### config.mk
export PLATFORM = sky130hd
export DESIGN_NAME = refresh_bin_ctrl
export DESIGN_NICKNAME = d
export VERILOG_FILES = /design/src/rtl/rbc_pkg.sv /design/src/rtl/rbc_tick_gen.sv /design/src/rtl/rbc_bin_table.sv /design/src/rtl/rbc_row_sched.sv /design/src/rtl/refresh_bin_ctrl.sv
export SDC_FILE = /design/constraint.sdc
export NUM_CORES = 1
export LEC_CHECK = 0
export ABC_CLOCK_PERIOD_IN_PS = 3200
export CAP_MARGIN = 30
export CORE_UTILIZATION = 54
export DETAILED_ROUTE_END_ITERATION = 10
export DONT_BUFFER_PORTS = 1
export HOLD_SLACK_MARGIN = 0.1
export PLACE_DENSITY = 0.77
export SLEW_MARGIN = 20
export SYNTH_ARGS = -nofsm -noshare
export SYNTH_HDL_FRONTEND = slang
export SYNTH_HIERARCHICAL = 1
export SYNTH_SLANG_ARGS = --single-unit
### constraint.sdc
create_clock -name clk -period 3.2 [get_ports clk]
set_input_delay 0 -clock clk [delete_from_list [all_inputs] [get_ports clk]]
set_output_delay 0 -clock clk [all_outputs]
set_load 0.02 [all_outputs]
### src/rtl/rbc_pkg.sv
package rbc_pkg;

    localparam int PASS_W = 2;

    typedef enum logic [1:0] {
        BIN_FAST     = 2'd0,
        BIN_MID      = 2'd1,
        BIN_SLOW     = 2'd2,
        BIN_SLOW_ALT = 2'd3
    } bin_e;

    // A row is due when the low bits of the pass count selected by its class are zero.
    function automatic logic row_due(input bin_e b, input logic [PASS_W-1:0] pass);
        logic due;
        case (b)
            BIN_FAST: due = 1'b1;
            BIN_MID:  due = (pass[0] == 1'b0);
            default:  due = (pass == '0);
        endcase
        return due;
    endfunction

endpackage

### src/rtl/rbc_tick_gen.sv
module rbc_tick_gen #(
    parameter int TICK_CYCLES = 8
) (
    input  logic clk,
    input  logic rst,
    output logic tick
);
    localparam int CNT_W = (TICK_CYCLES > 1) ? $clog2(TICK_CYCLES) : 1;
    localparam logic [CNT_W-1:0] LAST = CNT_W'(TICK_CYCLES - 1);

    logic [CNT_W-1:0] cnt_q;

    assign tick = (cnt_q == LAST);

    always_ff @(posedge clk) begin
        if (rst)       cnt_q <= '0;
        else if (tick) cnt_q <= '0;
        else           cnt_q <= cnt_q + 1'b1;
    end
endmodule

### src/rtl/rbc_bin_table.sv
module rbc_bin_table #(
    parameter int NUM_ROWS = 8,
    localparam int ROW_W = (NUM_ROWS > 1) ? $clog2(NUM_ROWS) : 1
) (
    input  logic             clk,
    input  logic             we,
    input  logic [ROW_W-1:0] wr_row,
    input  logic [1:0]       wr_bin,
    input  logic [ROW_W-1:0] rd_row,
    output rbc_pkg::bin_e    rd_bin
);
    logic [1:0] cls_q [NUM_ROWS];

    // Configuration storage: deliberately outside the scheduler reset.
    for (genvar r = 0; r < NUM_ROWS; r++) begin : g_entry
        always_ff @(posedge clk) begin
            if (we && (wr_row == ROW_W'(r))) cls_q[r] <= wr_bin;
        end
    end

    always_comb begin
        rd_bin = rbc_pkg::BIN_FAST;
        for (int r = 0; r < NUM_ROWS; r++) begin
            if (rd_row == ROW_W'(r)) rd_bin = rbc_pkg::bin_e'(cls_q[r]);
        end
    end
endmodule

### src/rtl/rbc_row_sched.sv
module rbc_row_sched #(
    parameter int NUM_ROWS = 8,
    parameter int OVD_W    = 4,
    localparam int ROW_W = (NUM_ROWS > 1) ? $clog2(NUM_ROWS) : 1
) (
    input  logic                 clk,
    input  logic                 rst,
    input  logic                 tick,
    input  rbc_pkg::bin_e        cur_bin,
    input  logic                 ack,
    output logic [ROW_W-1:0]     ptr,
    output logic                 req,
    output logic [ROW_W-1:0]     row,
    output logic [OVD_W-1:0]     overdue
);
    import rbc_pkg::*;

    localparam logic [ROW_W-1:0] LAST_ROW = ROW_W'(NUM_ROWS - 1);
    localparam logic [OVD_W-1:0] OVD_MAX  = {OVD_W{1'b1}};

    logic [ROW_W-1:0]  ptr_q, row_q;
    logic [PASS_W-1:0] pass_q;
    logic              req_q;
    logic [OVD_W-1:0]  ovd_q;
    logic              still_waiting;
    logic              due;

    assign still_waiting = req_q && !ack;
    assign due           = row_due(cur_bin, pass_q);

    always_ff @(posedge clk) begin
        if (rst) begin
            ptr_q  <= '0;
            pass_q <= '0;
            req_q  <= 1'b0;
            row_q  <= '0;
            ovd_q  <= '0;
        end else begin
            if (req_q && ack) req_q <= 1'b0;
            if (tick) begin
                if (still_waiting) begin
                    if (ovd_q != OVD_MAX) ovd_q <= ovd_q + 1'b1;
                end else begin
                    if (due) begin
                        req_q <= 1'b1;
                        row_q <= ptr_q;
                    end
                    if (ptr_q == LAST_ROW) begin
                        ptr_q  <= '0;
                        pass_q <= pass_q + 1'b1;
                    end else begin
                        ptr_q <= ptr_q + 1'b1;
                    end
                end
            end
        end
    end

    assign ptr     = ptr_q;
    assign req     = req_q;
    assign row     = row_q;
    assign overdue = ovd_q;
endmodule

### src/rtl/refresh_bin_ctrl.sv
module refresh_bin_ctrl #(
    parameter int NUM_ROWS    = 8,
    parameter int TICK_CYCLES = 8,
    parameter int OVD_W       = 4,
    localparam int ROW_W = (NUM_ROWS > 1) ? $clog2(NUM_ROWS) : 1
) (
    input  logic             clk,
    input  logic             rst,
    input  logic             cfg_we,
    input  logic [ROW_W-1:0] cfg_row,
    input  logic [1:0]       cfg_bin,
    output logic             ref_req,
    output logic [ROW_W-1:0] ref_row,
    input  logic             ref_ack,
    output logic [OVD_W-1:0] ref_overdue
);
    logic             tick_w;
    logic [ROW_W-1:0] ptr_w;
    rbc_pkg::bin_e    bin_w;

    rbc_tick_gen #(.TICK_CYCLES(TICK_CYCLES)) u_tick (
        .clk  (clk),
        .rst  (rst),
        .tick (tick_w)
    );

    rbc_bin_table #(.NUM_ROWS(NUM_ROWS)) u_table (
        .clk    (clk),
        .we     (cfg_we),
        .wr_row (cfg_row),
        .wr_bin (cfg_bin),
        .rd_row (ptr_w),
        .rd_bin (bin_w)
    );

    rbc_row_sched #(.NUM_ROWS(NUM_ROWS), .OVD_W(OVD_W)) u_sched (
        .clk     (clk),
        .rst     (rst),
        .tick    (tick_w),
        .cur_bin (bin_w),
        .ack     (ref_ack),
        .ptr     (ptr_w),
        .req     (ref_req),
        .row     (ref_row),
        .overdue (ref_overdue)
    );
endmodule

-- Word level (Yosys, flattened, before mapping)
Memory sizes are Yosys's and may differ from the RTL's.
Index checks and enable logic that the tools add are counted.
- output and inout port bits: 8
- input bits: 9
- word-level logic and storage cells: 108
- memories kept: 1
- memory bits (writable): 16
- flip-flop bits (word level): 16
- memory list (memory ; depth ; bits a word ; rd ports ; clocked after Yosys merged registers in ; wr ports ; RTL line ; source):
    u_table.cls_q ; 8 ; 2 ; 8 ; 0 ; 1 ; rbc_bin_table.sv:12 ; logic [1:0] cls_q [NUM_ROWS];
- reductions and logical operators: 27
- $add $sub $neg: 4
- equality and inequality tests: 17
- bitwise logic cells: 2
- mux-type cells: 51
- operator list (operator ; number):
    2-bit 2-to-1 mux ; 15
    3-bit equality test, second input constant ; 9
    1-bit 2-to-1 mux ; 27
    3-bit 2-to-1 mux ; 8
    2-bit OR reduction ; 8
    3-bit by 2-bit equality test with 1-bit output, second input constant ; 4
    1-bit logical AND ; 10
    3-bit AND reduction ; 3
    3-bit by 1-bit adder with 3-bit output, second input constant ; 2
    3-bit by 1-bit equality test with 1-bit output, second input constant ; 2
    3-bit zero test ; 2
    4-bit by 1-bit adder with 4-bit output, second input constant ; 1
    2-bit zero test ; 2
    4-bit != test, second input constant ; 1
    2-bit by 1-bit adder with 2-bit output, second input constant ; 1
    2-bit by 1-bit equality test with 1-bit output, second input constant ; 1
    1-bit inverter ; 2
    1-bit one-hot mux with 2 select lines ; 1
    2-bit AND reduction ; 1
    1-bit zero test ; 1

-- Logic depth before layout (Yosys ltp)
- word-level depth: 14
- depth in mapped cells: 8
- gate-level depth less buffers: 7

-- Hierarchy
The synthesis kept the hierarchy.
- by module, submodules not included (module ; sequential area each (um^2) ; times used ; cells each ; area each (um^2)):
    rbc_bin_table ; 480.5 ; 1 ; 54 ; 734.5
    rbc_row_sched ; 260.2 ; 1 ; 70 ; 646.9
    rbc_tick_gen ; 60.1 ; 1 ; 8 ; 105.1

-- Least setup slack after synthesis
Ideal clock, no wire load.
- path type: register -> register
- from: reg u_sched.ptr_q[0] (netlist: u_sched/ptr[0])
- to: reg u_sched.row_q[0] (netlist: u_sched/row[0])
- buffers on the path: 1
- setup slack: 1.442 ns
- setup time: 0.072 ns
- arrival time: 1.686 ns
- stages on the path, launching flop included: 8
- data required time: 3.128 ns
- period minus slack after synthesis: 1.758 ns
- cell sequence: dfxtp_1 -> buf_6 -> mux4_2 -> o21ai_1 -> a21oi_1 -> nand2b_1 -> o2111a_1 -> mux2i_1
- longest elaborated chain between the ends: 12
- elaborated cells between the ends (all ways): 20
- classes of those cells: eq/ne: 8; mux: 9; reduce/logical: 3
- RTL lines (element ; RTL line ; source):
    from (decl) ; rbc_row_sched.sv:21 ; logic [ROW_W-1:0] ptr_q, row_q;
    from (signal assigned) ; rbc_row_sched.sv:52 ; ptr_q <= ptr_q + 1'b1;
    3-bit zero test ; rbc_bin_table.sv:24 ; if (rd_row == ROW_W'(r)) rd_bin = rbc_pkg::bin_e'(cls_q[r]);
    2-bit 2-to-1 mux (7 in a row) ; rbc_bin_table.sv:24 ;
    2-bit 2-to-1 mux * ; rbc_bin_table.sv:24 ;
    named net bin_w[1] ; refresh_bin_ctrl.sv:19 ; rbc_pkg::bin_e bin_w;
    2-bit by 1-bit equality test with 1-bit output or 2-bit zero test (tied branches) ; rbc_pkg.sv:15 ; case (b)
    1-bit one-hot mux with 2 select lines * ; rbc_pkg.sv:15 ;
    3-bit AND reduction (no line) * ; n/a ;
    to (signal assigned) ; rbc_row_sched.sv:46 ; row_q <= ptr_q;
    to (decl) ; rbc_row_sched.sv:21 ;
The timed path passes the listed nets; every way through them passes the cells marked *.
A chain may end at the register's enable or synchronous reset.

-- Worst setup path in the final report
- from: reg u_tick.cnt_q[0]
- to: reg u_sched.ptr_q[0] (netlist: u_sched/ptr[0])
- longest elaborated chain between the ends: 2
- RTL lines (element ; RTL line ; source):
    from (decl) ; rbc_tick_gen.sv:11 ; logic [CNT_W-1:0] cnt_q;
    from (signal assigned) ; rbc_tick_gen.sv:18 ; else cnt_q <= cnt_q + 1'b1;
    3-bit equality test ; rbc_tick_gen.sv:13 ; assign tick = (cnt_q == LAST);
    named net tick_w ; refresh_bin_ctrl.sv:17 ; logic tick_w;
    2-bit AND reduction (no line) ; n/a ;
The timed path passes the listed nets, and every way through them passes these cells.

==> reports/metrics.yaml <==
run_status:
  status: "completed"
sta:
  finalWorstPathRequiredPeriod_ns: 2.26
  final_hold_viol_count: 0
  rsz0062_at_grt: "no"
  whs_ns: 0.442
  fin_worst_skew_ns: 0.00987
  slew_viol_final: 0
  setup_viol: 0
  slew_headroom_pct: 58.9
  fin_crit_sh_pct: 70.7
  max_freq_mhz: 442
  worst_pin_slew_ns: 0.615
  fin_setup_tns_ns: 0
routing:
  drc: 0
  viasPerCell: 6.06
  routed_wl_mm: 2.69
  vias: 1066
  drtPass1Iterations: 4
  drtIter0Drc: 26
  wl_per_cell_um: 15.3
  ant_nets: 0
setup_path:
  cp.required_ns: 3.48
  worst_r2r_path_depth: 6
  start_kind: "flop"
  path_cells: "ha_1 > ha_1 > inv_4 > or4_1 > a21oi_1 > dlygate4sd3_1"
  crit_type: "reg2reg"
  critPathSlowestCell: "dlygate4sd3_1"
  r2r_end: "u_sched/ptr[0]$_SDFFE_PP0P_"
  cp_slowest_stage_delay_ns: 0.55
  worstPathMaxFanout: 12
  critical_path_buf_inv_count: 2
  r2r_start: "u_tick/cnt_q[0]$_SDFF_PP0_"
  critPathTopFamily: "buffers and inverters"
  r2r_slack_ns: 0.94
  crit_arrival_ns: 2.54
  cp_common_cell: "ha_1"
  end_kind: "flop"
synthesis:
  avgSynthCellArea_um2: 11.3
  yosysTopAreaCell: "edfxtp_1"
  syn_nets: 147
  ys_seq_elements: 32
  synth-seq-area-share_pct: 53.9
  synth_cell_types: 36
  synth_top_area_share_pct: 32.3
  synthCells: 132
  synthesis.area_mm2: 0.00149
  yosysWarnings: 6
  netlist_top_cells_area: "edfxtp_1 (32%), dfxtp_1 (22%), ha_1 (5.1%)"
flow_run:
  cap_violations: 0
pwr:
  power.density_mw_per_mm2: 460
  vdd_drop_max_mv: 0.383
  power.leakage_nw: 0.563
  power_uw: 770
die:
  num_rows: 18
  dieArea_mm2: 0.00297
  die_height_um: 54.5
  start_util_pct: 58.4
  die_w_um: 54.5
  coreArea_mm2: 0.00254
  pin_count: 17
clock_network:
  max-clock-path-buffers: 2
  post_cts_resized: 0
  cts_root_buf: "clkbuf_4"
  cts_tree: "done"
  cts-hold-fix-buffers: 11
  insertion_delay_ns: 0.33
  numCtsBuffers: 5
  cts_sinks: 32
  clk_pin_slew_ns: 0.09
  h-tree-depth: 2
  postCtsSetupRepairBufs: 0
grt:
  grt_antenna_before_repair: 0
  grt_overflow_total: 0
  grt_pass1_vias: 1056
  grt_use_total_pct: 22.0
  grt_max_degree: 20
  grt_pass1_wl_mm: 4.49
cells_and_area:
  final_nets: 160
  n_antenna_cell: 0
  area_delta_synth_final_pct: 12.5
  final.fill_count: 216
  drive_gt1_share_pct: 8.22
worst_hold_path:
  hold_path_class: "reg2reg"
  min-delay-start: "u_tick/cnt_q[0]$_SDFF_PP0_"
  holdPathStages: 1
  hold_end: "u_tick/cnt_q[0]$_SDFF_PP0_"
placed_design:
  gp_congestion: 0.726
  dp_hpwl_mm: 1.75
  numPortBuffers: 0
## how the worst max path moves through the flow
stage | startpoint | to | slack (ns) | cells past startpoint
3_5_place_dp | u_sched/ptr[0]$_SDFFE_PP0P_ | u_sched/row[1]$_SDFFE_PP0P_ | 1.22 | 6
6_report | u_tick/cnt_q[0]$_SDFF_PP0_ | u_sched/ptr[0]$_SDFFE_PP0P_ | 0.94 | 6
4_1_cts | u_tick/cnt_q[0]$_SDFF_PP0_ | u_sched/ptr[0]$_SDFFE_PP0P_ | 0.93 | 6
3_3_place_gp | u_sched/ptr[1]$_SDFFE_PP0P_ | u_sched/row[0]$_SDFFE_PP0P_ | 1.23 | 6
5_1_grt | u_tick/cnt_q[0]$_SDFF_PP0_ | u_sched/ptr[0]$_SDFFE_PP0P_ | 0.82 | 6
2_1_floorplan | u_sched/ptr[0]$_SDFFE_PP0P_ | u_sched/row[0]$_SDFFE_PP0P_ | 1.44 | 7
## layout make-up
type	instances	area (um^2)	share of cell area (%)
inverters	4	17.5	1.05
repair buffers	11	110	6.59
clock buffers	6	41.3	2.47
multi-input cells	91	629	37.6
flip-flops and latches	32	801	47.9
well taps	30	37.5	2.25
clock inverters	2	35.0	2.10
## layer usage
| layer | wire [um] | part of all wire, % | track usage, % | up-vias |
|---|---|---|---|---|
| li1 | - | - | - | 519 |
| met5 | 0 | 0 | 0 | - |
| met2 | 1420 | 53 | 39.0 | 25 |
| met3 | 127 | 4.7 | 7.78 | 6 |
| met4 | 37 | 1.4 | 7.69 | 0 |
| met1 | 1110 | 41 | 24.1 | 516 |
## placed cells by master (no fill, tap or decap), types with 2 or more instances in the layout
cell type      instances
o31ai_1                3
edfxtp_1              16
nand2_1                5
nor3_1                 5
dfxtp_1               16
inv_1                  3
nor3b_1                2
mux2i_1                6
nand4_1                3
nand3_1                4
nand2b_1              12
nor2_1                 6
a21oi_1               11
or3_1                  2
clkbuf_4               5
o21ai_0                6
nand3b_1               4
dlygate4sd3_1         11
o211ai_1               3
ha_1                   6
## registers in the layout, indices dropped and copies added, names as in the netlist
name             count
u_table/cls_q       16
u_sched/overdue      4
u_sched/ptr          3
u_sched/row          3
u_tick/cnt_q         3
u_sched/pass_q       2
u_sched/req          1
## cell families after synthesis
family | Yosys count | synth area share, %
DFF | 32 | 53.9
AOI/OAI and AO/OA | 27 | 10.9
muxes | 8 | 6.31
and+or+nand+nor | 50 | 20.0
adders and majority gates | 6 | 5.05
buffers and inverters | 9 | 3.79
## cell usage after synthesis, drive strengths merged
library cell	instances
or3	2
a21boi	1
nand4b	1
mux4	1
nand3b	5
nand3	4
and3	1
o31ai	3
edfxtp	16
nand2b	12
o311ai	1
mux2i	6
nor2b	1
o21ai	7
o2111a	1
o211ai	3
inv	4
or4	1
a21oi	11
nand4	3
nor3b	2
and4b	1
clkbuf	2
nand2	5
mux2	1
buf	3
nor2	6
nor3	5
ha	6
and3b	1
dfxtp	16
## through the flow
stage | worst slack [ns] | instances | utilization [%] | area, um^2
after floorplan | 1.44 | 132 | - | 1490
after global placement | 1.23 | 157 | 58.4 | 1490
after detailed placement | 1.22 | 157 | 58.4 | 1490
after CTS | 0.935 | 176 | 65.7 | 1670
after global routing | 0.816 | 176 | 65.7 | 1670
final | 0.939 | 176 | 65.7 | 1670
## where the power goes
part           internal [mW]  total [mW]  switching, mW  leakage, nW
clock                  0.164       0.292          0.129       0.0422
sequential             0.440       0.443        0.00371        0.275
combinational         0.0166      0.0340         0.0174        0.246
total                  0.620       0.770          0.150        0.563
## worst reg2reg max path, stage by stage, from the launching register on
cell and delay, ns:
dfxtp_1 0.35, ha_1 0.15, ha_1 0.46, inv_4 0.09
or4_1 0.49, a21oi_1 0.13, dlygate4sd3_1 0.55
Note: power is estimated with default switching activity, not from simulation.
